`src/rtl/sirq_pkg.sv`:
```
package sirq_pkg;
  typedef enum logic [2:0] {
    MODE_SLEEP   = 3'd0,
    MODE_STANDBY = 3'd1,
    MODE_SNIFF   = 3'd2,
    MODE_CWAKE   = 3'd3,
    MODE_TRIG    = 3'd4
  } op_mode_e;

  // flag positions in the latched flag register
  localparam int unsigned FLG_WAKE  = 2;
  localparam int unsigned FLG_ACQ   = 3;
  localparam int unsigned FLG_EMPTY = 4;
  localparam int unsigned FLG_FULL  = 5;
  // status register positions
  localparam int unsigned STS_NEW   = 3;
  localparam int unsigned STS_EMPTY = 4;
  localparam int unsigned STS_FULL  = 5;
  localparam int unsigned STS_PEND  = 7;
  // enable register positions
  localparam int unsigned EN_WAKE_ACQ = 3;
  localparam int unsigned EN_EMPTY    = 4;
  localparam int unsigned EN_FULL     = 5;
endpackage

```
`src/rtl/sirq_edge_det.sv`:
```
module sirq_edge_det #(
  parameter int unsigned W = 2,
  parameter logic [W-1:0] RST_VAL = '0
) (
  input  logic         clk_i,
  input  logic         rst_ni,
  input  logic [W-1:0] lvl_i,
  output logic [W-1:0] rise_o
);
  logic [W-1:0] prev_q;

  always_ff @(posedge clk_i or negedge rst_ni) begin
    if (!rst_ni) prev_q <= RST_VAL;
    else         prev_q <= lvl_i;
  end

  assign rise_o = lvl_i & ~prev_q;
endmodule

```
`src/rtl/sirq_flag_bank.sv`:
```
module sirq_flag_bank #(
  parameter int unsigned W = 8
) (
  input  logic         clk_i,
  input  logic         rst_ni,
  input  logic [W-1:0] set_i,
  input  logic         clr_i,
  output logic [W-1:0] flags_o
);
  logic [W-1:0] flags_q;

  // set has priority over the clearing read
  for (genvar b = 0; b < W; b++) begin : g_bit
    always_ff @(posedge clk_i or negedge rst_ni) begin
      if (!rst_ni)        flags_q[b] <= 1'b0;
      else if (set_i[b])  flags_q[b] <= 1'b1;
      else if (clr_i)     flags_q[b] <= 1'b0;
    end
  end

  assign flags_o = flags_q;
endmodule

```
`src/rtl/sirq_rd_mux.sv`:
```
module sirq_rd_mux #(
  parameter int unsigned ADDR_W = 8,
  parameter int unsigned DATA_W = 8,
  parameter logic [ADDR_W-1:0] A_STAT = 8'h08,
  parameter logic [ADDR_W-1:0] A_FLAG = 8'h09,
  parameter logic [ADDR_W-1:0] A_EN   = 8'h17
) (
  input  logic              rd_en_i,
  input  logic [ADDR_W-1:0] rd_addr_i,
  input  logic [DATA_W-1:0] stat_i,
  input  logic [DATA_W-1:0] flag_i,
  input  logic [DATA_W-1:0] en_i,
  output logic [DATA_W-1:0] rd_data_o
);
  always_comb begin
    rd_data_o = '0;
    if (rd_en_i) begin
      unique case (rd_addr_i)
        A_STAT:  rd_data_o = stat_i;
        A_FLAG:  rd_data_o = flag_i;
        A_EN:    rd_data_o = en_i;
        default: rd_data_o = '0;
      endcase
    end
  end
endmodule

```
`src/rtl/sensor_irq_ctrl.sv`:
```
module sensor_irq_ctrl
  import sirq_pkg::*;
#(
  parameter int unsigned ADDR_W = 8,
  parameter int unsigned DATA_W = 8,
  parameter logic [ADDR_W-1:0] A_STAT = 8'h08,
  parameter logic [ADDR_W-1:0] A_FLAG = 8'h09,
  parameter logic [ADDR_W-1:0] A_EN   = 8'h17,
  parameter bit PIN_EN = 1'b1
) (
  input  logic              clk_i,
  input  logic              rst_ni,
  input  logic              sample_evt_i,
  input  logic              wake_evt_i,
  input  logic              fifo_empty_i,
  input  logic              fifo_full_i,
  input  logic [2:0]        mode_i,
  input  logic              rd_en_i,
  input  logic [ADDR_W-1:0] rd_addr_i,
  output logic [DATA_W-1:0] rd_data_o,
  input  logic              wr_en_i,
  input  logic [ADDR_W-1:0] wr_addr_i,
  input  logic [DATA_W-1:0] wr_data_i,
  output logic              int_o
);
  localparam logic [DATA_W-1:0] EN_WMASK =
    DATA_W'((1 << EN_WAKE_ACQ) | (1 << EN_EMPTY) | (1 << EN_FULL));
  localparam int unsigned LVL_W = 2;
  localparam logic [LVL_W-1:0] LVL_RST = 2'b01; // {full, empty}: empty at reset

  logic rd_stat, rd_flag;
  logic [DATA_W-1:0] en_q, en_mask, set_vec, flags_q, stat_vec;
  logic [LVL_W-1:0] lvl_rise;
  logic new_data_q, mode_ok;

  assign rd_stat = rd_en_i && (rd_addr_i == A_STAT);
  assign rd_flag = rd_en_i && (rd_addr_i == A_FLAG);
  assign mode_ok = (mode_i == MODE_CWAKE) || (mode_i == MODE_TRIG);

  always_ff @(posedge clk_i or negedge rst_ni) begin
    if (!rst_ni)                           en_q <= '0;
    else if (wr_en_i && wr_addr_i == A_EN) en_q <= wr_data_i & EN_WMASK;
  end

  sirq_edge_det #(.W(LVL_W), .RST_VAL(LVL_RST)) u_edge (
    .clk_i  (clk_i),
    .rst_ni (rst_ni),
    .lvl_i  ({fifo_full_i, fifo_empty_i}),
    .rise_o (lvl_rise)
  );

  always_comb begin
    en_mask            = '0;
    en_mask[FLG_WAKE]  = en_q[EN_WAKE_ACQ];
    en_mask[FLG_ACQ]   = en_q[EN_WAKE_ACQ];
    en_mask[FLG_EMPTY] = en_q[EN_EMPTY];
    en_mask[FLG_FULL]  = en_q[EN_FULL];
  end

  always_comb begin
    set_vec            = '0;
    set_vec[FLG_WAKE]  = wake_evt_i;
    set_vec[FLG_ACQ]   = sample_evt_i & mode_ok;
    set_vec[FLG_EMPTY] = lvl_rise[0];
    set_vec[FLG_FULL]  = lvl_rise[1];
    set_vec            = set_vec & en_mask;
  end

  sirq_flag_bank #(.W(DATA_W)) u_flags (
    .clk_i   (clk_i),
    .rst_ni  (rst_ni),
    .set_i   (set_vec),
    .clr_i   (rd_flag),
    .flags_o (flags_q)
  );

  logic [0:0] new_data_v;
  sirq_flag_bank #(.W(1)) u_new (
    .clk_i   (clk_i),
    .rst_ni  (rst_ni),
    .set_i   (sample_evt_i),
    .clr_i   (rd_stat),
    .flags_o (new_data_v)
  );
  assign new_data_q = new_data_v[0];

  always_comb begin
    stat_vec            = '0;
    stat_vec[STS_NEW]   = new_data_q;
    stat_vec[STS_EMPTY] = fifo_empty_i;
    stat_vec[STS_FULL]  = fifo_full_i;
    stat_vec[STS_PEND]  = |flags_q;
  end

  sirq_rd_mux #(
    .ADDR_W(ADDR_W), .DATA_W(DATA_W),
    .A_STAT(A_STAT), .A_FLAG(A_FLAG), .A_EN(A_EN)
  ) u_mux (
    .rd_en_i   (rd_en_i),
    .rd_addr_i (rd_addr_i),
    .stat_i    (stat_vec),
    .flag_i    (flags_q),
    .en_i      (en_q),
    .rd_data_o (rd_data_o)
  );

  if (PIN_EN) begin : g_pin
    logic int_q;
    always_ff @(posedge clk_i or negedge rst_ni) begin
      if (!rst_ni) int_q <= 1'b0;
      else         int_q <= |(flags_q & en_mask);
    end
    assign int_o = int_q;
  end else begin : g_nopin
    assign int_o = 1'b0;
  end
endmodule

```
`config.mk`:
```
export PLATFORM = sky130hd
export DESIGN_NAME = sensor_irq_ctrl
export DESIGN_NICKNAME = d
export VERILOG_FILES = /design/src/rtl/sirq_pkg.sv /design/src/rtl/sirq_edge_det.sv /design/src/rtl/sirq_flag_bank.sv /design/src/rtl/sirq_rd_mux.sv /design/src/rtl/sensor_irq_ctrl.sv
export SDC_FILE = /design/constraint.sdc
export NUM_CORES = 1
export LEC_CHECK = 0
export ABC_CLOCK_PERIOD_IN_PS = 1600
export BUFFER_PORTS_ARGS = -buffer_cell sky130_fd_sc_hd__buf_2
export CAP_MARGIN = 20
export CORE_ASPECT_RATIO = 0.8
export CORE_MARGIN = 3
export CORE_UTILIZATION = 30
export DETAILED_ROUTE_END_ITERATION = 10
export GPL_ROUTABILITY_DRIVEN = 0
export SLEW_MARGIN = 20
export SYNTH_ARGS = -nofsm -noshare
export SYNTH_HDL_FRONTEND = slang
export SYNTH_HIERARCHICAL = 1
export SYNTH_SLANG_ARGS = --single-unit
```
`constraint.sdc`:
```
create_clock -name clk_i -period 1.6 [get_ports clk_i]
set_input_delay 0.24 -clock clk_i [delete_from_list [all_inputs] [get_ports clk_i]]
set_output_delay 0.24 -clock clk_i [all_outputs]
set_load 0.03 [all_outputs]
```
==> key figures <==
Hold path
  • Hold Path Sink: u_edge/prev_q[0]$_DFF_PN1_
  • Hold Path Cell Cnt: 1
  • Worst Hold Class: input pin to register
  • Worst Hold Launch: fifo_empty_i

Critical path
  • Worst-path fanout max: 2
  • Reg2Reg Depth: 3
  • Levels on crit path: 5
  • End of the worst register-to-register path: u_flags/flags_o[4]$_DFFE_PN0P_
  • R2r setup slk: 0.64 ns
  • Worst r2r src: u_edge/prev_q[0]$_DFF_PN1_
  • Slowest-stage cell, CP: dfrtp_1
  • Max incr delay on CP: 0.40 ns
  • Worst Path Arrival: 1.46 ns
  • Cell family with most CP delay: flip-flops
  • Startpoint types: register
  • Setup crit end kind: output pin
  • Critical Path RT: 1.36 ns
  • Worst-path cell chain: nor4_2, nand2_1, mux2i_1, o22ai_1, buf_4
  • Worst Path Buf+Inv: 1
  • Setup Crit Path Kind: register to output pin

Synthesis
  • Post-synth EDFFs: 0
  • Xor/xnor share of the synthesized area: 0
  • Synth Area in Compound Gates: 0.144
  • Avg Synthesized Cell Area: 10.4 sq um
  • Register area share after synthesis: 0.402
  • Synth area leader: dfrtp_1
  • Unique cell type count in the Yosys netlist: 25
  • Top_reg_cell synth: dfrtp_1
  • Synth area leaders: dfrtp_1 37%, mux2i_1 8.5%, a21o_1 7.2%
  • Cell area after synthesis: 937 sq um
  • #FFs+latches synth: 15
  • Post-Synthesis Cells: 90
  • YS warnings: 6
  • Post-synthesis simple-gate area fraction: 0.308
  • Post-synth top area share: 0.374
  • Adder-cell share of the synthesized area: 0
  • Asr flop ratio synth: 1.00
  • Mux cell area share after synthesis: 0.121
  • Largest family of logic cells by synthesized area: simple AND/OR/NAND/NOR gates

Job
  • Max cap viols: 0

Timing
  • Max Slew Vio Count: 0
  • Final hold viol count: 0
  • WHS: approximately 0.12 ns
  • RSZ-0062 raised after global routing: yes
  • Tmin final: 1.70 ns
  • Period utilization: 1.06
  • Count of final setup violators: 1
  • Fmax: ~600 MHz
  • Final worst slack: -0.0974 ns
  • Clock skew: 0.00111 ns

GRT
  • Initial antenna violation count: 0
  • Vias in the first global route: 921
  • First-pass GRT wire length: around 4100 microns
  • Total Routing Usage GR: 0.136
  • Largest net degree at the start of global routing: 16
  • GRT overflow: 0

Route
  • Total wire length: 2390 microns
  • TritonRoute pass-1 iters: 4
  • Antenna Nets Post-Route: 0
  • Avg WL per Cell: 12.4 microns
  • DR vias/cell: 4.65
  • Via count: ~890
  • DRC violation count after routing: 0
  • Initial DRC Count: 23

Clock network
  • CTS Root Buffer Type: clkbuf_8
  • Reg clk slew, reported paths: 0.06 ns
  • Clock latency on the worst-skew pair: roughly 0.24 ns
  • H-tree depth: 1
  • CTS tree: done
  • Total CTS buffers: 3
  • Clk sinks: 15
  • CTS Buffer Depth: 2

Power and ir drop
  • Max VDD drop: 444 uV
  • Switching pwr: 239 uW
  • Power density over the cells: 663 mW/mm^2
  • P_int: 691 uW
  • Pleak: 0.000681 uW
  • Sw Ratio: 0.257
  • Power share of the clock group: 0.317
  • Combinational power share: 0.192
  • Flop pwr share: 0.491

Placement
  • Post-place setup slack: -0.00400 ns
  • IO buf count: 38
  • Hpwl dp: 1830 microns

Finish
  • Area grow syn2layout: 49.7%
  • Antenna diodes: 0
  • Layout cell share with drive strength beyond 1: 0.429
  • Area of the multi-input gates: 623 sq um
  • Area of all sequential standard cells: ~380 sq um
  • Final #Nets: 190
  • # fillers: 284

Outcome
  • Failing checks: setup timing
  • Outcome: finished with violations

Floorplanning
  • Ports: 44
  • Die W: 68.5 microns
  • Die Height: 56.0 microns
  • Die area: 0.00383 sq mm
  • Initial core utilization: 0.326
  • Core ar.: roughly 0.0029 sq mm
  • # rows: 17
==> worst max-delay path by stage <==
stage | to | slack, ns | startpoint
3_3_place_gp | rd_data_o[6] | 0.0005 | rd_addr_i[1]
5_1_grt | rd_data_o[7] | -0.23 | u_flags/flags_o[7]$_DFFE_PN0P_
2_1_floorplan | rd_data_o[4] | -0.03 | rd_addr_i[0]
6_report | rd_data_o[7] | -0.1 | u_flags/flags_o[7]$_DFFE_PN0P_
4_1_cts | rd_data_o[7] | -0.1 | u_flags/flags_o[7]$_DFFE_PN0P_
3_5_place_dp | rd_data_o[6] | -0.004 | rd_addr_i[1]
==> cell usage after synthesis (all sizes together), types with 2 or more instances <==
library cell,n
and2,6
nor2b,2
mux2,3
dfrtp,14
nor2,4
inv,3
nand3b,2
mux2i,8
o22ai,8
nor4,2
nand4b,4
nand2,12
a21o,9
nor4b,4
==> area by class of cell <==
| type | instances | share of cell area |
|---|---|---|
| multi-input cells | 83 | 0.444 |
| flip-flops and latches | 15 | 0.269 |
| repair buffers | 49 | 0.213 |
| well taps | 38 | 0.0339 |
| clock buffers | 4 | 0.0321 |
| inverters | 3 | 0.00803 |
==> cell families after synthesis <==
group | count (synthesis)
simple gates | 39
compound gates | 20
flops | 15
mux | 11
buf+inv | 4
other cells | 1
==> routing by layer <==
layer | wire length [microns] | global-route usage | up-vias
met3 | 78 | 0.0303 | 2
met5 | 0 | 0 | -
met4 | 14 | 0.0255 | 0
met1 | 1080 | 0.182 | 429
met2 | 1210 | 0.223 | 13
li1 | - | - | 449
==> sequential cells by signal, indices dropped and copies added, names as in the netlist <==
register	flops
int_o	1
u_flags/flags_o	8
u_edge/prev_q	2
en_q	3
u_new/flags_o	1
==> repair_timing <==
item,in CTS,in global routing
resized for setup,5,12
endpoints found under the setup margin,3,8
endpoints found under the hold margin,14,0
pin swaps,2,3
setup buffers,5,1
hold buffers,1,0
==> per-stage QoR <==
step           TNS (ns)   util  power, uW  instance area [sq um]  std cells
2_1_floorplan   -0.0650      -        535                    982        102
3_3_place_gp          0  0.433        613                   1240        181
3_5_place_dp   -0.00507  0.433        618                   1240        181
4_1_cts         -0.0970  0.472        942                   1360        191
5_1_grt          -0.306  0.488        990                   1400        192
6_report        -0.0974  0.488        930                   1400        192
==> power groups by stage <==
| stage | clock [uW] | combinational [uW] | sequential [uW] |
|---|---|---|---|
| after floorplan | 0 | 81.2 | 453 |
| after global placement | 0 | 152 | 461 |
| after detailed placement | 0 | 156 | 462 |
| after CTS | 311 | 174 | 457 |
| after global routing | 326 | 201 | 463 |
| final | 295 | 178 | 457 |
==> cells in the final DEF, fill, tap and decap left out, types with 2 or more instances in the layout <==
| cell type | n |
|---|---|
| a21o_1 | 9 |
| and2_1 | 5 |
| buf_2 | 33 |
| buf_4 | 12 |
| buf_6 | 3 |
| clkbuf_8 | 3 |
| conb_1 | 13 |
| dfrtp_1 | 14 |
| inv_1 | 2 |
| mux2_1 | 3 |
| mux2i_1 | 8 |
| nand2_1 | 11 |
| nand3b_1 | 2 |
| nand4b_1 | 4 |
| nor2_1 | 4 |
| nor2b_4 | 2 |
| nor4_2 | 2 |
| nor4b_4 | 2 |
| o22ai_1 | 6 |
| o22ai_2 | 2 |
Power figures use the tool's default switching activity.
